## src/rtl/hint_pkg.sv

```systemverilog
package hint_pkg;
  localparam int STAT_W = 8;

  localparam logic [1:0] LS_SE0  = 2'b00;
  localparam logic [1:0] LS_IDLE = 2'b01;
  localparam logic [1:0] LS_K    = 2'b10;
  localparam logic [1:0] LS_SE1  = 2'b11;

  localparam int B_XA   = 0;
  localparam int B_XB   = 1;
  localparam int B_SOF  = 4;
  localparam int B_CONN = 5;
  localparam int B_SHR  = 6;

  // bits that own a latch; the rest are tied to zero
  localparam logic [STAT_W-1:0] LATCH_MAP = 8'b0111_0011;
endpackage

```

## src/rtl/hint_rst_sync.sv

```systemverilog
module hint_rst_sync (
  input  logic clk,
  input  logic rst_n,
  output logic rst_sync_n
);
  logic [1:0] sync_q;

  always_ff @(posedge clk or negedge rst_n) begin
    if (!rst_n) sync_q <= 2'b00;
    else        sync_q <= {sync_q[0], 1'b1};
  end

  assign rst_sync_n = sync_q[1];
endmodule

```

## src/rtl/hint_line_filter.sv

```systemverilog
module hint_line_filter
  import hint_pkg::*;
#(
  parameter int STABLE_TICKS = 2
) (
  input  logic       clk,
  input  logic       rst_n,
  input  logic       tick,
  input  logic [1:0] line_st,
  output logic       absent,
  output logic       conn_evt
);
  localparam int CW = $clog2(STABLE_TICKS + 1);
  localparam logic [CW-1:0] LIM    = CW'(STABLE_TICKS);
  localparam logic [CW-1:0] LIM_M1 = CW'(STABLE_TICKS - 1);
  localparam logic [CW-1:0] ONE    = CW'(1);

  logic [1:0]    cand_q, cand_d;
  logic [1:0]    acc_q, acc_d;
  logic [CW-1:0] cnt_q, cnt_d;
  logic          commit;
  logic          cand_ok;

  assign cand_ok = (cand_q == LS_SE0) || (cand_q == LS_IDLE);

  always_comb begin
    cand_d = cand_q;
    cnt_d  = cnt_q;
    acc_d  = acc_q;
    commit = 1'b0;
    if (tick) begin
      if (line_st != cand_q) begin
        cand_d = line_st;
        cnt_d  = ONE;
      end else begin
        if (cnt_q < LIM) cnt_d = cnt_q + ONE;
        if ((cnt_q >= LIM_M1) && cand_ok && (cand_q != acc_q)) begin
          commit = 1'b1;
          acc_d  = cand_q;
        end
      end
    end
  end

  always_ff @(posedge clk or negedge rst_n) begin
    if (!rst_n) begin
      cand_q <= LS_SE0;
      cnt_q  <= '0;
      acc_q  <= LS_SE0;
    end else if (tick) begin
      cand_q <= cand_d;
      cnt_q  <= cnt_d;
      acc_q  <= acc_d;
    end
  end

  assign absent   = (acc_q == LS_SE0);
  assign conn_evt = commit;
endmodule

```

## src/rtl/hint_evt_latch.sv

```systemverilog
module hint_evt_latch #(
  parameter int               W   = 8,
  parameter logic [W-1:0]     MAP = '1
) (
  input  logic         clk,
  input  logic         rst_n,
  input  logic [W-1:0] set,
  input  logic [W-1:0] clr,
  output logic [W-1:0] q
);
  for (genvar i = 0; i < W; i++) begin : g_bit
    if (MAP[i]) begin : g_lat
      logic bit_q, bit_d;
      always_comb begin
        bit_d = bit_q;
        if (clr[i]) bit_d = 1'b0;
        if (set[i]) bit_d = 1'b1;
      end
      always_ff @(posedge clk or negedge rst_n) begin
        if (!rst_n) bit_q <= 1'b0;
        else        bit_q <= bit_d;
      end
      assign q[i] = bit_q;
    end else begin : g_tie
      assign q[i] = 1'b0;
    end
  end
endmodule

```

## src/rtl/usb_hint_status.sv

```systemverilog
module usb_hint_status
  import hint_pkg::*;
#(
  parameter int STABLE_TICKS = 2
) (
  input  logic              clk,
  input  logic              rst_n,
  input  logic              tick_12m,
  input  logic [1:0]        line_st,
  input  logic              xfer_a_done,
  input  logic              xfer_b_done,
  input  logic              sof_expire,
  input  logic              resume_det,
  input  logic              resume_mode,
  input  logic              clr_we,
  input  logic [STAT_W-1:0] clr_data,
  input  logic [STAT_W-1:0] irq_mask,
  output logic [STAT_W-1:0] status,
  output logic              irq
);
  logic              rst_sync_n;
  logic              absent;
  logic              conn_evt;
  logic [STAT_W-1:0] set_vec;
  logic [STAT_W-1:0] clr_vec;
  logic [STAT_W-1:0] lat;
  logic [STAT_W-1:0] irq_src;

  hint_rst_sync u_rst (
    .clk        (clk),
    .rst_n      (rst_n),
    .rst_sync_n (rst_sync_n)
  );

  hint_line_filter #(.STABLE_TICKS(STABLE_TICKS)) u_filt (
    .clk      (clk),
    .rst_n    (rst_sync_n),
    .tick     (tick_12m),
    .line_st  (line_st),
    .absent   (absent),
    .conn_evt (conn_evt)
  );

  always_comb begin
    set_vec         = '0;
    set_vec[B_XA]   = xfer_a_done;
    set_vec[B_XB]   = xfer_b_done;
    set_vec[B_SOF]  = sof_expire;
    set_vec[B_CONN] = conn_evt;
    set_vec[B_SHR]  = resume_det & resume_mode;
    clr_vec         = clr_we ? clr_data : '0;
  end

  hint_evt_latch #(.W(STAT_W), .MAP(LATCH_MAP)) u_lat (
    .clk   (clk),
    .rst_n (rst_sync_n),
    .set   (set_vec),
    .clr   (clr_vec),
    .q     (lat)
  );

  always_comb begin
    status        = lat;
    status[B_SHR] = resume_mode ? lat[B_SHR] : absent;
    irq_src       = lat;
    irq_src[B_SHR] = lat[B_SHR] & resume_mode;
  end

  assign irq = |(irq_src & irq_mask);
endmodule

```

## config.mk

```make
export PLATFORM = sky130hd
export DESIGN_NAME = usb_hint_status
export DESIGN_NICKNAME = d
export VERILOG_FILES = /design/src/rtl/hint_pkg.sv /design/src/rtl/hint_rst_sync.sv /design/src/rtl/hint_line_filter.sv /design/src/rtl/hint_evt_latch.sv /design/src/rtl/usb_hint_status.sv
export SDC_FILE = /design/constraint.sdc
export NUM_CORES = 1
export LEC_CHECK = 0
export ABC_AREA = 1
export CAP_MARGIN = 0
export CORE_MARGIN = 2
export CORE_UTILIZATION = 34
export DETAILED_ROUTE_END_ITERATION = 8
export MAX_ROUTING_LAYER = met4
export PLACE_DENSITY = 0.71
export SETUP_SLACK_MARGIN = 0.02
export SLEW_MARGIN = 20
export SYNTH_ARGS = -nofsm -noshare
export SYNTH_HDL_FRONTEND = slang
export SYNTH_SLANG_ARGS = --single-unit
export TNS_END_PERCENT = 30
```

## constraint.sdc

```tcl
create_clock -name clk -period 2.1 [get_ports clk]
set_input_delay 0.42 -clock clk [delete_from_list [all_inputs] [get_ports clk]]
set_output_delay 0.42 -clock clk [all_outputs]
set_load 0.02 [all_outputs]
```

-- Word-level counts from Yosys, hierarchy flattened
Cells that the tools add are included.
- add/subtract/negate cells: 1
- magnitude comparators: 2
- equal/unequal tests: 3
- muxes and demuxes: 17
- bitwise operators: 4
- reduce and logical (&&, ||, !) cells: 15
- operator list (cell ; number):
    1-bit two-way mux ; 14
    2-bit nonzero test ; 6
    7-bit by 8-bit bitwise AND with 8-bit output ; 1
    8-bit OR reduction ; 1
    7-bit two-way mux ; 1
    2-bit zero test ; 2
    2-bit two-way mux ; 2
    2-bit != test ; 2
    2-bit AND reduction ; 2
    3-bit AND reduction ; 1
    2-bit by 1-bit adder with 2-bit output, second input constant ; 1
    1-bit bitwise AND ; 2
    2-bit by 1-bit == test with 1-bit output, second input constant ; 1
    2-bit by 1-bit >= comparator with 1-bit output, second input constant ; 1
    1-bit logical AND ; 2
    2-bit less-than comparator, second input constant ; 1
    1-bit logical OR ; 1
    1-bit NOT ; 1
- register bits after elaboration: 13
- bits of input ports: 27
- output and inout port bits: 9
- word-level logic and storage cells: 51

-- Depth between registers and ports, before layout
- depth in word-level cells: 8
- depth in mapped cells: 7
- depth with buffers taken out: 7

-- Hierarchy
Synthesis repeated with hierarchy kept, for this count alone.
- cells, all modules: 119
- area total of the unflattened synthesis: 814.5 µm²
- modules (own cells, without submodules) (module ; times used ; cells each ; area an instance (µm²) ; sequential area each (µm²)):
    hint_line_filter ; 1 ; 44 ; 340.3 ; 150.1
    hint_evt_latch ; 1 ; 34 ; 264.0 ; 125.1
    usb_hint_status ; 1 ; 38 ; 156.4 ; 0.0
    hint_rst_sync ; 1 ; 3 ; 53.8 ; 50.0

-- Least setup slack after synthesis
No wires, ideal clock.
- kind: reg2out
- start: register u_filt.acc_q[0]
- end: output port status[6]
- arrival: 976 ps
- required time: 1680 ps
- setup slack: 704 ps
- stages on the path, launching flop included: 2
- path buffers: 0
- cells stage by stage: dfrtp_1 o31ai_1
- cells in the longest elaborated chain, start to end: 2
- RTL lines (element ; line ; RTL):
    start: declaration ; hint_line_filter.sv:19 ; logic [1:0] acc_q, acc_d;
    start signal: assignment ; hint_line_filter.sv:49 ; acc_q <= LS_SE0;
    start signal: assignment ; hint_line_filter.sv:53 ; acc_q <= acc_d;
    2-bit zero test ; hint_line_filter.sv:57 ; assign absent = (acc_q == LS_SE0);
    1-bit two-way mux ; usb_hint_status.sv:64 ; status[B_SHR] = resume_mode ? lat[B_SHR] : absent;
    end: declaration ; usb_hint_status.sv:18 ; output logic [STAT_W-1:0] status,
Every way passes these cells.

-- Final worst setup path
- start: input port resume_mode
- end: output port irq
- cells in the longest elaborated chain, start to end: 3
- RTL lines (element ; line ; RTL):
    start: declaration ; usb_hint_status.sv:14 ; input logic resume_mode,
    1-bit bitwise AND ; usb_hint_status.sv:66 ; irq_src[B_SHR] = lat[B_SHR] & resume_mode;
    7-bit by 8-bit bitwise AND with 8-bit output ; usb_hint_status.sv:69 ; assign irq = |(irq_src & irq_mask);
    8-bit OR reduction ; usb_hint_status.sv:69 ;
    end: declaration ; usb_hint_status.sv:19 ; output logic irq
Every way passes these cells.

==> flow_metrics.py <==
metrics = {
    "status": {
        "status": "complete, no violations",
    },
    "power": {
        "power.switching_mw": 0.2573,
        "p_clk_frac": 0.201,
        "p_seq_frac": 0.456,
        "p_total_mw": 0.7605,
        "p_leak_nw": 0.4516,
        "vdd_drop_max_mv": 0.4070,
        "pwr-share-comb": 0.343,
        "p_int_mw": 0.5033,
        "powerDensity_nw_per_um2": 805.1,
        "switching_share": 0.3383,
    },
    "cells_and_area": {
        "layout_common_cells": "24 x clkdlybuf4s50_1, 22 x nand2_1, 13 x dfrtp_1, 7 x inv_1",
        "finalCoreUtilization": 0.4967,
        "area_delta_synth_final_pct": 40.86,
        "ff_latch_area_sq_um": 325.3,
        "diodes": 0,
        "fin_nets": 132,
        "final_layout_size_suffix_gt1_frac": 0.1165,
        "final_common_cell": "clkdlybuf4s50_1",
        "n_fill_cell": 182,
        "multi_input_area_sq_um": 266.5,
    },
    "yosys": {
        "synth_top_area_cell": "dfrtp_1",
        "synth_cells": 78,
        "synth-xor-area-share": 0.01306,
        "ys_top_cells_by_area": "dfrtp_1 49%, nand2_1 12%, buf_4 7.8%",
        "mappedNetlistArea_sq_um": 670.6,
        "synthAdderAreaFrac": 0.01866,
        "synth-simple-area-share": 0.2463,
        "synth_top_family_by_area": "simple AND/OR/NAND/NOR gates",
        "synth_compound_area_frac": 0.09701,
        "synth-seq-area-share": 0.4851,
        "synthMuxAreaShare": 0,
        "avgSynthCellArea_sq_um": 8.598,
        "ys_seq_elements": 13,
        "ys_warn_count": 0,
        "synth.distinct_cells": 22,
        "synth_top_cell_area_share": 0.4851,
    },
    "timing": {
        "worst_hold_slack_ns": 0.1827,
        "fin_crit_ns": 1.877,
        "finalHoldViolCount": 0,
        "rsz0062_at_grt": "no",
        "fin_crit_sh": 0.8936,
        "drv_slew": 0,
        "setup_viol": 0,
        "fmax_ghz": 0.5329,
        "fin_skew_ns": 0.0003931,
    },
    "drt": {
        "viasPerCell": 4.185,
        "ant_nets": 0,
        "first_pass_iters": 1,
        "num_vias": 544,
        "first_iter_violations": 0,
        "routed_wl_um": 1230,
        "post_drt_wl_per_cell_um": 9.462,
        "drc": 0,
    },
    "floorplanning": {
        "dieArea_sq_um": 2344,
        "core_sq_um": 1902,
        "die_w_um": 48.41,
        "rows": 16,
        "ios": 36,
        "fp.dieH_um": 48.41,
        "start_util": 0.3526,
    },
    "grt": {
        "grt_pass1_vias": 534,
        "grt_start_max_net_pins": 12,
        "use_met2": 0.1806,
        "overflow": 0,
        "grtUsageMet3": 0.03704,
        "grt_first_pass_wirelength_um": 2201,
        "busiest_layer": "met2",
        "grt_usage": 0.1243,
        "antenna_found_initial": 0,
        "gr-usage-met1": 0.1542,
    },
    "flow_run": {
        "drv_cap": 0,
    },
    "clock_network": {
        "cts_sinks": 13,
        "cts_buffers": 3,
        "clk_latency_ns": 0.27,
        "root_buffer": "clkbuf_4",
        "clk_pin_slew_ns": 0.08,
        "cts_tree": "built",
        "htree_levels": 1,
        "cts_hold_buffers": 0,
        "clockBufferDepth": 2,
    },
    "worst_setup_path": {
        "r2r_slack_ns": 0.94,
        "cp-end-kind": "primary output",
        "cp.arrival_ns": 1.46,
        "critPathKind": "in -> out",
        "worstPathMaxFanout": 4,
        "reg2reg_from": "u_filt.cnt_q[0]",
        "reg2regPathDepth": 6,
        "startpoint_type": "input pin",
        "r2r-end": "u_filt.acc_q[0]",
        "crit_required_ns": 1.68,
    },
    "place": {
        "finalWeightedCongestion": 0.7581,
        "dp_hpwl_um": 1002,
        "io_buffers": 26,
    },
    "hold_path": {
        "hp-class": "reg -> async",
    },
}
power by group through the flow:
| stage | Sequential (mW) | Combinational, mW | Clock [mW] |
|---|---|---|---|
| 2_1_floorplan | 0.342 | 0.187 | 0 |
| 3_3_place_gp | 0.350 | 0.258 | 0 |
| 3_5_place_dp | 0.352 | 0.269 | 0 |
| 4_1_cts | 0.347 | 0.265 | 0.159 |
| 5_1_grt | 0.354 | 0.300 | 0.173 |
| 6_report | 0.347 | 0.261 | 0.153 |
state kept, by name, summed over array words and instances, names as in the netlist:
signal                   cells
u_filt.cnt_q                 2
u_rst.sync_q                 2
u_filt.cand_q                2
u_filt.acc_q                 2
u_lat.g_bit.g_lat.bit_q      5
Yosys cell counts:
cell,n
nor2_4,1
nor2_1,1
xor2_1,1
buf_4,7
a22o_1,1
or2_1,1
o21ai_0,2
dfrtp_1,13
nor2_2,1
a21o_1,3
a21oi_1,2
inv_1,7
nand2_2,3
nand2_1,22
ha_1,1
nand4_1,1
a31oi_1,1
o31ai_1,1
inv_2,2
conb_1,2
nor3_2,1
nand3_1,4
through the flow:
step	cells	TNS, ns	area (sq um)	worst slack, ns
final	130	0	944.7	0.2234
after global routing	130	0	944.7	0.1683
after CTS	130	0	944.7	0.2093
after detailed placement	126	-0.1132	919.6	-0.05841
after global placement	126	-0.07462	919.6	-0.03940
after floorplan	80	0	678.2	0.7044
worst max-delay path by stage:
stage                 to            start  slack (ns)  depth (start not counted)
5_1_grt              irq      resume_mode        0.17                          4
6_report             irq      resume_mode        0.22                          4
4_1_cts              irq      resume_mode        0.21                          4
3_5_place_dp         irq      resume_mode       -0.06                          4
3_3_place_gp   status[6]      resume_mode       -0.04                          3
2_1_floorplan  status[6]  u_filt.acc_q[0]        0.70                          1
worst max-delay path, cell delays in order:
cell and delay (ns):
clkdlybuf4s50_1 0.52, nand3_1 0.09, nand3_1 0.09, dlygate4sd2_1 0.34
cell type report:
class	count	area share
sequential	13	0.3444
tap	27	0.03576
multi-input combinational	51	0.2821
clock inverter	1	0.005298
timing repair buffer	26	0.2728
clock buffer	3	0.02384
inverter	9	0.03576
layer usage:
layer  vias to the layer above  part of all wire
met5                         -                 0
met4                         0             0.014
met3                         2              0.10
met2                        25              0.40
met1                       232              0.49
li1                        285                 -
repair_timing:
action | CTS | global route
setup buffers | 0 | 0
resized for setup | 2 | 0
endpoints found under the setup margin | 2 | 0
logic make-up after synthesis:
kind of cell | Yosys count
other cells | 2
buf+inv | 16
simple gates | 35
xor+xnor | 1
fa+ha+maj | 1
compound gates | 10
flops | 13
No activity file was read; power rests on OpenSTA's default activity.
